## src/rtl/nand_front_pkg.sv

```systemverilog
package nand_front_pkg;
  localparam int HOST_W = 32;
  localparam int IO_W   = 8;

  localparam logic [7:0] OFS_GLOBAL = 8'h00;
  localparam logic [7:0] OFS_CTRL   = 8'hA0;
  localparam logic [7:0] OFS_STAT   = 8'hAC;
  localparam logic [7:0] OFS_CMD    = 8'hB0;
  localparam logic [7:0] OFS_ADDR   = 8'hB4;
  localparam logic [7:0] OFS_DATA   = 8'hB8;

  localparam int BIT_RST     = 0;
  localparam int BIT_ENABLE  = 3;
  localparam int BIT_PAGESZ  = 3;
  localparam int BIT_BUSW    = 4;
  localparam int BIT_WPROT   = 24;
  localparam int BIT_DESEL   = 25;
  localparam int BIT_READY   = 18;
  localparam int BIT_LASTADR = 31;

  typedef enum logic [1:0] {OP_CMD, OP_ADDR, OP_WR, OP_RD} busOp_e;

  typedef struct packed {
    logic   busy;
    busOp_e op;
    logic   weLow;
    logic   reLow;
    logic   capture;
    logic   finish;
  } cycStrb_t;
endpackage

```

## src/rtl/nand_front_seq.sv

```systemverilog
module nand_front_seq
  import nand_front_pkg::*;
#(
  parameter int PULSE_CLKS = 2
) (
  input  logic     clk,
  input  logic     rstN,
  input  logic     start,
  input  busOp_e   startOp,
  output cycStrb_t strb
);
  localparam int CNT_W = (PULSE_CLKS > 1) ? $clog2(PULSE_CLKS) : 1;

  typedef enum logic [1:0] {ST_IDLE, ST_STROBE, ST_HOLD} seqState_e;

  seqState_e        state;
  logic [CNT_W-1:0] cnt;
  busOp_e           op;

  always_ff @(posedge clk or negedge rstN) begin
    if (!rstN) begin
      state <= ST_IDLE;
      cnt   <= '0;
      op    <= OP_CMD;
    end else begin
      case (state)
        ST_IDLE: if (start) begin
          state <= ST_STROBE;
          op    <= startOp;
          cnt   <= CNT_W'(PULSE_CLKS - 1);
        end
        ST_STROBE: begin
          if (cnt == '0) state <= ST_HOLD;
          else cnt <= cnt - 1'b1;
        end
        ST_HOLD: state <= ST_IDLE;
        default: state <= ST_IDLE;
      endcase
    end
  end

  always_comb begin
    strb.busy    = (state != ST_IDLE);
    strb.op      = op;
    strb.weLow   = (state == ST_STROBE) && (op != OP_RD);
    strb.reLow   = (state == ST_STROBE) && (op == OP_RD);
    strb.capture = (state == ST_STROBE) && (op == OP_RD) && (cnt == '0);
    strb.finish  = (state == ST_HOLD);
  end

  // the datapath launches a cycle only while the sequencer is idle
  assert_start_when_idle_R6: assert property (@(posedge clk) disable iff (!rstN)
    start |-> (state == ST_IDLE));

  // write and read strobes never overlap
  assert_strobe_exclusive_R4: assert property (@(posedge clk) disable iff (!rstN)
    !(strb.weLow && strb.reLow));
endmodule

```

## src/rtl/nand_front_dp.sv

```systemverilog
module nand_front_dp
  import nand_front_pkg::*;
#(
  parameter int ADDR_W      = 8,
  parameter int SYNC_STAGES = 2
) (
  input  logic              clk,
  input  logic              rstN,
  input  logic              hostSel,
  input  logic              hostWr,
  input  logic [ADDR_W-1:0] hostAddr,
  input  logic [HOST_W-1:0] hostWdata,
  output logic [HOST_W-1:0] hostRdata,
  output logic              hostWait,
  input  cycStrb_t          strb,
  output logic              start,
  output busOp_e            startOp,
  output logic              cmdLatch,
  output logic              addrLatch,
  output logic              wrStrobeN,
  output logic              rdStrobeN,
  output logic              chipEnN,
  output logic              wrProtN,
  output logic [IO_W-1:0]   ioOut,
  output logic              ioOe,
  input  logic [IO_W-1:0]   ioIn,
  input  logic              readyBusy
);
  localparam logic [HOST_W-1:0] CTRL_RESET = HOST_W'(1) << BIT_WPROT | HOST_W'(1) << BIT_DESEL;

  logic isGlobal, isCtrl, isStat, isCmd, isAddr, isData;
  logic accept, wrAccept, rdPending;
  logic glbEnable, pageSz, busWide, wProt, deSel;
  logic aleHold, lastFlag, rdReady;
  logic [IO_W-1:0] rdHold;
  logic [SYNC_STAGES-1:0] rdySync;

  assign isGlobal = (hostAddr == ADDR_W'(OFS_GLOBAL));
  assign isCtrl   = (hostAddr == ADDR_W'(OFS_CTRL));
  assign isStat   = (hostAddr == ADDR_W'(OFS_STAT));
  assign isCmd    = (hostAddr == ADDR_W'(OFS_CMD));
  assign isAddr   = (hostAddr == ADDR_W'(OFS_ADDR));
  assign isData   = (hostAddr == ADDR_W'(OFS_DATA));

  assign rdPending = !hostWr && isData && !rdReady;
  assign hostWait  = hostSel && (strb.busy || rdPending);
  assign accept    = hostSel && !hostWait;
  assign wrAccept  = accept && hostWr;
  assign start     = hostSel && !strb.busy &&
                     ((hostWr && (isCmd || isAddr || isData)) || rdPending);

  always_comb begin
    if (!hostWr)     startOp = OP_RD;
    else if (isCmd)  startOp = OP_CMD;
    else if (isAddr) startOp = OP_ADDR;
    else             startOp = OP_WR;
  end

  // ready/busy synchroniser chain
  always_ff @(posedge clk or negedge rstN) begin
    if (!rstN) rdySync <= '0;
    else       rdySync <= {rdySync[SYNC_STAGES-2:0], readyBusy};
  end

  // register file and phase state
  always_ff @(posedge clk or negedge rstN) begin
    if (!rstN) begin
      glbEnable <= 1'b0;
      pageSz    <= CTRL_RESET[BIT_PAGESZ];
      busWide   <= CTRL_RESET[BIT_BUSW];
      wProt     <= CTRL_RESET[BIT_WPROT];
      deSel     <= CTRL_RESET[BIT_DESEL];
      aleHold   <= 1'b0;
      lastFlag  <= 1'b0;
      rdReady   <= 1'b0;
      rdHold    <= '0;
      ioOut     <= '0;
    end else begin
      if (start) begin
        aleHold <= (startOp == OP_ADDR);
        if (hostWr) begin
          ioOut    <= hostWdata[IO_W-1:0];
          lastFlag <= hostWdata[BIT_LASTADR];
        end
      end
      if (strb.finish && strb.op == OP_ADDR && lastFlag) aleHold <= 1'b0;
      if (strb.capture) rdHold <= ioIn;
      if (strb.finish && strb.op == OP_RD) rdReady <= 1'b1;
      if (accept && !hostWr && isData) rdReady <= 1'b0;

      if (wrAccept && isCtrl) begin
        pageSz  <= hostWdata[BIT_PAGESZ];
        busWide <= hostWdata[BIT_BUSW];
        wProt   <= hostWdata[BIT_WPROT];
        deSel   <= hostWdata[BIT_DESEL];
        if (hostWdata[BIT_RST]) begin
          aleHold <= 1'b0;
          rdReady <= 1'b0;
        end
      end
      if (wrAccept && isGlobal) begin
        glbEnable <= hostWdata[BIT_ENABLE];
        if (hostWdata[BIT_RST]) begin
          pageSz  <= CTRL_RESET[BIT_PAGESZ];
          busWide <= CTRL_RESET[BIT_BUSW];
          wProt   <= CTRL_RESET[BIT_WPROT];
          deSel   <= CTRL_RESET[BIT_DESEL];
          aleHold <= 1'b0;
          rdReady <= 1'b0;
        end
      end
    end
  end

  always_comb begin
    hostRdata = '0;
    if (isGlobal) hostRdata[BIT_ENABLE] = glbEnable;
    if (isCtrl) begin
      hostRdata[BIT_PAGESZ] = pageSz;
      hostRdata[BIT_BUSW]   = busWide;
      hostRdata[BIT_WPROT]  = wProt;
      hostRdata[BIT_DESEL]  = deSel;
    end
    if (isStat) hostRdata[BIT_READY] = rdySync[SYNC_STAGES-1];
    if (isData) hostRdata[IO_W-1:0]  = rdHold;
  end

  assign cmdLatch  = strb.busy && (strb.op == OP_CMD);
  assign addrLatch = aleHold;
  assign wrStrobeN = !strb.weLow;
  assign rdStrobeN = !strb.reLow;
  assign ioOe      = strb.busy && (strb.op != OP_RD);
  assign chipEnN   = !(glbEnable && !deSel);
  assign wrProtN   = !wProt;

  // the two latch enables never overlap
  assert_latch_exclusive_R3: assert property (@(posedge clk) disable iff (!rstN)
    !(cmdLatch && addrLatch));

  // a marked final address byte closes the address phase
  assert_ale_drop_R3: assert property (@(posedge clk) disable iff (!rstN)
    (strb.finish && strb.op == OP_ADDR && lastFlag) |=> !addrLatch);

  // the byte bus is driven whenever the write strobe is low
  assert_oe_with_strobe_R4: assert property (@(posedge clk) disable iff (!rstN)
    !wrStrobeN |-> ioOe);

  // a running cycle stalls any host access
  assert_wait_busy_R6: assert property (@(posedge clk) disable iff (!rstN)
    (hostSel && strb.busy) |-> hostWait);

  // completed data reads carry only a byte
  assert_read_upper_zero_R5: assert property (@(posedge clk) disable iff (!rstN)
    (accept && !hostWr && isData) |-> (hostRdata[HOST_W-1:IO_W] == '0));
endmodule

```

## src/rtl/nand_bus_front.sv

```systemverilog
module nand_bus_front
  import nand_front_pkg::*;
#(
  parameter int PULSE_CLKS  = 2,
  parameter int ADDR_W      = 8,
  parameter int SYNC_STAGES = 2
) (
  input  logic              clk,
  input  logic              rstN,
  input  logic              hostSel,
  input  logic              hostWr,
  input  logic [ADDR_W-1:0] hostAddr,
  input  logic [31:0]       hostWdata,
  output logic [31:0]       hostRdata,
  output logic              hostWait,
  output logic              cmdLatch,
  output logic              addrLatch,
  output logic              wrStrobeN,
  output logic              rdStrobeN,
  output logic              chipEnN,
  output logic              wrProtN,
  output logic [7:0]        ioOut,
  output logic              ioOe,
  input  logic [7:0]        ioIn,
  input  logic              readyBusy
);
  cycStrb_t strb;
  logic     start;
  busOp_e   startOp;

  nand_front_seq #(.PULSE_CLKS(PULSE_CLKS)) u_seq (
    .clk(clk), .rstN(rstN), .start(start), .startOp(startOp), .strb(strb)
  );

  nand_front_dp #(.ADDR_W(ADDR_W), .SYNC_STAGES(SYNC_STAGES)) u_dp (
    .clk(clk), .rstN(rstN),
    .hostSel(hostSel), .hostWr(hostWr), .hostAddr(hostAddr),
    .hostWdata(hostWdata), .hostRdata(hostRdata), .hostWait(hostWait),
    .strb(strb), .start(start), .startOp(startOp),
    .cmdLatch(cmdLatch), .addrLatch(addrLatch),
    .wrStrobeN(wrStrobeN), .rdStrobeN(rdStrobeN),
    .chipEnN(chipEnN), .wrProtN(wrProtN),
    .ioOut(ioOut), .ioOe(ioOe), .ioIn(ioIn), .readyBusy(readyBusy)
  );
endmodule

```

## config.mk

```make
export PLATFORM = sky130hd
export DESIGN_NAME = nand_bus_front
export DESIGN_NICKNAME = d
export VERILOG_FILES = /design/src/rtl/nand_front_pkg.sv /design/src/rtl/nand_front_seq.sv /design/src/rtl/nand_front_dp.sv /design/src/rtl/nand_bus_front.sv
export SDC_FILE = /design/constraint.sdc
export NUM_CORES = 1
export LEC_CHECK = 0
export ABC_CLOCK_PERIOD_IN_PS = 2800
export BUFFER_PORTS_ARGS = -buffer_cell sky130_fd_sc_hd__buf_2
export CORE_MARGIN = 2
export CORE_UTILIZATION = 45
export CTS_CLUSTER_DIAMETER = 120
export DETAILED_ROUTE_END_ITERATION = 7
export PLACE_DENSITY = 0.77
export REMOVE_ABC_BUFFERS = 1
export SYNTH_ARGS = -nofsm -noshare
export SYNTH_HDL_FRONTEND = slang
export SYNTH_SLANG_ARGS = --single-unit
```

## constraint.sdc

```tcl
create_clock -name clk -period 2.8 [get_ports clk]
set_input_delay 0.42 -clock clk [delete_from_list [all_inputs] [get_ports clk]]
set_output_delay 0.42 -clock clk [all_outputs]
set_load 0.01 [all_outputs]
```

* Word-level counts from Yosys, hierarchy flattened
Index checks and enable logic that the tools add are counted.
** Cells by class
- $add $sub $neg :: 1
- Equality and inequality tests :: 13
- Multiplexer cells :: 38
- Bitwise gates (word level) :: 1
- Reductions and logical operators :: 43
** Operator list (number)
- $eq 8x8->1 const B :: 5
- $mux 1 :: 28
- $logic_and 1x1->1 :: 21
- $mux 2 :: 7
- $logic_not 1->1 :: 9
- $logic_not 8->1 :: 1
- $mux 8 :: 1
- $reduce_and 2->1 :: 4
- $eq 2x1->1 const B :: 3
- $ne 2x2->1 const B :: 3
- $eq 2x2->1 const B :: 2
- $logic_not 2->1 :: 2
- $logic_or 1x1->1 :: 4
- $pmux 2 s2 :: 1
- $reduce_bool 2->1 :: 2
- $pmux 1 s2 :: 1
- $not 1->1 :: 1
- $sub 1x1->1 const B :: 1
** Word-level totals
- Flip-flop bits (word level) :: 31
- Input bits :: 53

* Depth between registers and ports, before layout
- Depth in word-level cells :: 14
- Depth in mapped cells :: 7
- Depth with buffers taken out :: 4

* Modules after synthesis
A second synthesis with hierarchy kept.
** Unflattened totals
- Cells, all modules :: 160
- Area, all modules :: 1751.7 um^2
** Modules (own cells, without submodules)
- nand_front_dp :: instances 1, cells an instance 140, area an instance 1524.0 um^2
- nand_front_seq :: instances 1, cells an instance 20, area an instance 227.7 um^2

* Worst setup path before layout
No wires, ideal clock.
- Kind :: input to output
- From :: input port hostAddr[7]
- To :: output port hostWait
- Arrival time :: 1.411 ns
- Path slack :: 0.969 ns
- Cell stages on the path :: 6
- Path buffers :: 2
- Cells stage by stage :: buf_4 -> and2_4 -> buf_2 -> and4_1 -> nand2_1 -> a21boi_0
** Between the ends
- Word-level cells in the longest chain between the ends :: 5
** Ends and longest elaborated chain
- from (decl) :: RTL line nand_bus_front.sv:12 : input logic [ADDR_W-1:0] hostAddr,
- $eq 8x8->1 :: RTL line nand_front_dp.sv:43 : assign isData = (hostAddr == ADDR_W'(OFS_DATA));
- $logic_and 1x1->1 (2 in a row) :: RTL line nand_front_dp.sv:45 : assign rdPending = !hostWr && isData && !rdReady;
- $logic_or 1x1->1 :: RTL line nand_front_dp.sv:46 : assign hostWait = hostSel && (strb.busy || rdPending);
- $logic_and 1x1->1 :: RTL line nand_front_dp.sv:46
- to (decl) :: RTL line nand_bus_front.sv:15 : output logic hostWait,
No other way between the ends.

* Final worst setup path
Ends and elaborated chain as after synthesis.

==> results.py <==
metrics = {
    "placed_design": {
        "place.gp.congestion": 0.8264,
        "hpwl_um": 2693,
        "portBuffers": 58,
    },
    "clock_tree": {
        "cts-htree-levels": 2,
        "cts-root-buf": "clkbuf_8",
        "postCtsSetupRepairBufs": 0,
        "clkLatencyLatePin_ns": 0.28,
        "cts_hold_buf": 0,
        "clk_path_buf_depth": 2,
        "cts.sinks": 31,
        "clk_pin_slew_ns": 0.07,
        "cts_tree": "built",
        "postCtsResizedCells": 0,
        "cts_buffers": 5,
    },
    "final_layout": {
        "n_antenna_cell": 0,
        "drive_gt1_frac": 0.4167,
        "syn_to_final_growth_pct": 18.18,
        "nets": 280,
        "fin_util": 0.5628,
    },
    "synthesis": {
        "ys_types": 44,
        "yosys_warnings": 0,
        "async_reset_ff_frac": 1.000,
        "seq_area_frac_synth": 0.4365,
        "synth_top_area_cell": "dfrtp_1",
        "netlist_top_cells_area": "dfrtp_1, buf_4, mux2_4, mux2_2, nand2_1",
        "synth_area_per_cell_um2": 10.61,
        "synth_edf_count": 0,
        "synth_ff_type": "dfrtp_1",
        "ys_ff_latch": 31,
        "synthCells": 168,
        "synth_top_area_frac": 0.4070,
        "syn_area_um2": 1783,
        "ys_top_cells_by_count": "dfrtp_1, buf_4, nand2_1, mux2_2, mux2_4",
        "yosysMostFrequentCell": "dfrtp_1",
    },
    "timing": {
        "tightest_slew_ns": 0.6853,
        "maxSlewViolCount": 0,
        "rsz0062_at_grt": "no",
        "fin_crit_ns": 2.099,
        "finClkSkew_ns": 0.005470,
        "finalSetupTns_ns": 0,
        "fmax_mhz": 476.3,
        "finalCritPeriodShare": 0.7498,
        "setup_viol": 0,
        "max-slew-margin-rel": 0.5431,
        "hold_viol_final": 0,
    },
    "setup_path": {
        "reg2regPathDepth": 5,
        "r2r_slack_ns": 1.09,
        "cp.arrival_ns": 1.68,
        "cp-start-kind": "primary input",
        "slowest_delay_ns": 0.46,
        "r2r_start": "u_seq.state[0]$_DFFE_PN0P_",
        "regToRegEndpoint": "u_dp.ioOut[2]$_DFFE_PN0P_",
        "path_max_fanout": 11,
        "crit_chain": "buf_2, and2_4, and4_1, nand2_1, a21boi_0, buf_2",
        "cpMostUsedCell": "buf_2",
        "cp-end-kind": "output pin",
        "cp_slowest_cell": "and4_1",
        "path_class": "in2out",
        "required_ns": 2.38,
    },
    "hold_path": {
        "hp-class": "in2async",
    },
    "global_routing": {
        "antenna_found_initial": 0,
        "grt_overflow_total": 0,
        "grt.total_usage": 0.1775,
        "grt_max_degree": 32,
        "grt_pass1_wl_um": 5865,
        "grt_pass1_vias": 1314,
    },
    "status": {
        "status": "complete, no violations",
    },
    "pwr": {
        "peakVddDrop_uv": 287.2,
        "p_per_area_nw_per_um2": 453.4,
        "p_leak_uw": 0.001090,
    },
    "detailed_routing": {
        "drt-total-wl_um": 3607,
        "drc_errors": 0,
        "drtIter0Drc": 71,
        "drt_first_pass_iters": 4,
        "dr_total_vias": 1373,
        "wl_per_cell_um": 13.07,
        "ant_nets": 0,
        "viasPerCell": 4.975,
    },
    "floorplanning": {
        "start_util": 0.4763,
        "die_w_um": 66.95,
        "die_area_um2": 4482,
        "io_pins": 101,
        "core-area_um2": 3744,
        "die_h_um": 66.95,
        "num_rows": 22,
    },
    "job": {
        "maxCapViolations": 0,
    },
}
layout by cell type, fill, tap and decap left out, drive strengths merged:
cell type  count
a32o           1
or3            2
o32ai          1
a22oi          1
a211oi         1
a21boi         1
a31oi          1
and4           1
o211ai         1
nand2b         3
inv            3
o2111ai        2
and2           8
and3           4
nor3b          2
nor3           6
nand3          4
dfrtp         29
a21o           1
conb          21
dfstp          2
nor2           8
mux2          18
o22ai          2
a41oi          1
nand2         16
o21ai          4
clkbuf         7
a21oi          2
nor4           1
buf           59
nand4          5
nor2b          6
or2            2
and4bb         1
clkinv         1
area by class of cell:
type                       count  area, um2
fill                         358       1637
multi-input combinational    127      868.3
clock buffer                   7      86.33
inverter                       3      11.26
clock inverter                 1      5.005
sequential                    31      778.2
tap                           48      60.06
timing repair buffer          59      297.8
registers in the layout, summed over array words and instances (netlist names):
name            cells
u_dp.rdReady        1
u_seq.op            2
u_dp.wProt          1
u_seq.state         2
u_dp.glbEnable      1
u_dp.addrLatch      1
u_dp.deSel          1
u_dp.rdHold         8
u_dp.pageSz         1
u_dp.rdySync        2
u_dp.lastFlag       1
u_dp.busWide        1
u_seq.cnt           1
u_dp.ioOut          8
per-layer routing:
metal	GRT usage	vias to the layer above	part of all wire
met5	0	-	0
met4	0.06378	0	0.012
met3	0.04899	6	0.081
met2	0.2888	60	0.45
met1	0.2251	644	0.45
li1	-	663	-
power by group:
group	switching [uW]	internal (uW)
clock	161	198
combinational	62.4	49.0
sequential	15.2	470
logic make-up (layout without fill, tap and decap cells):
family	after synthesis	in the layout	share of synthesized area
mux	18	18	0.1326
other cells	1	21	0.002103
flops	31	31	0.4365
buf+inv	30	70	0.1186
compound gates	19	19	0.07370
simple gates	69	69	0.2365
how the worst max path moves through the flow:
stage           startpoint  slack (ns)                        end
6_report       hostAddr[7]        0.70                   hostWait
5_1_grt        hostAddr[7]        0.56                   hostWait
4_1_cts        hostAddr[7]        0.70                   hostWait
3_5_place_dp   hostAddr[7]        0.70                   hostWait
3_3_place_gp   hostAddr[7]        0.71                   hostWait
2_1_floorplan  hostAddr[6]        0.90  u_dp.ioOut[0]$_DFFE_PN0P_
per-stage QoR:
step	total power [uW]	setup WS [ns]	std cells	hold WS, ns	instance area (um2)
floorplan	547.2	0.9015	161	0.1244	1658
global placement	600.8	0.7079	268	0.3367	2016
detailed placement	604.4	0.7037	268	0.3371	2016
CTS	970.1	0.7006	276	0.1956	2107
global route	1004	0.5627	276	0.2276	2107
finish	955.4	0.7006	276	0.1750	2107
worst max-delay path: cells and delay by family:
family | cells | cell delay [ns]
compound gates | 1 | 0.16
buf+inv | 2 | 0.32
simple gates | 3 | 0.78
(Power assumes the default switching activity.)
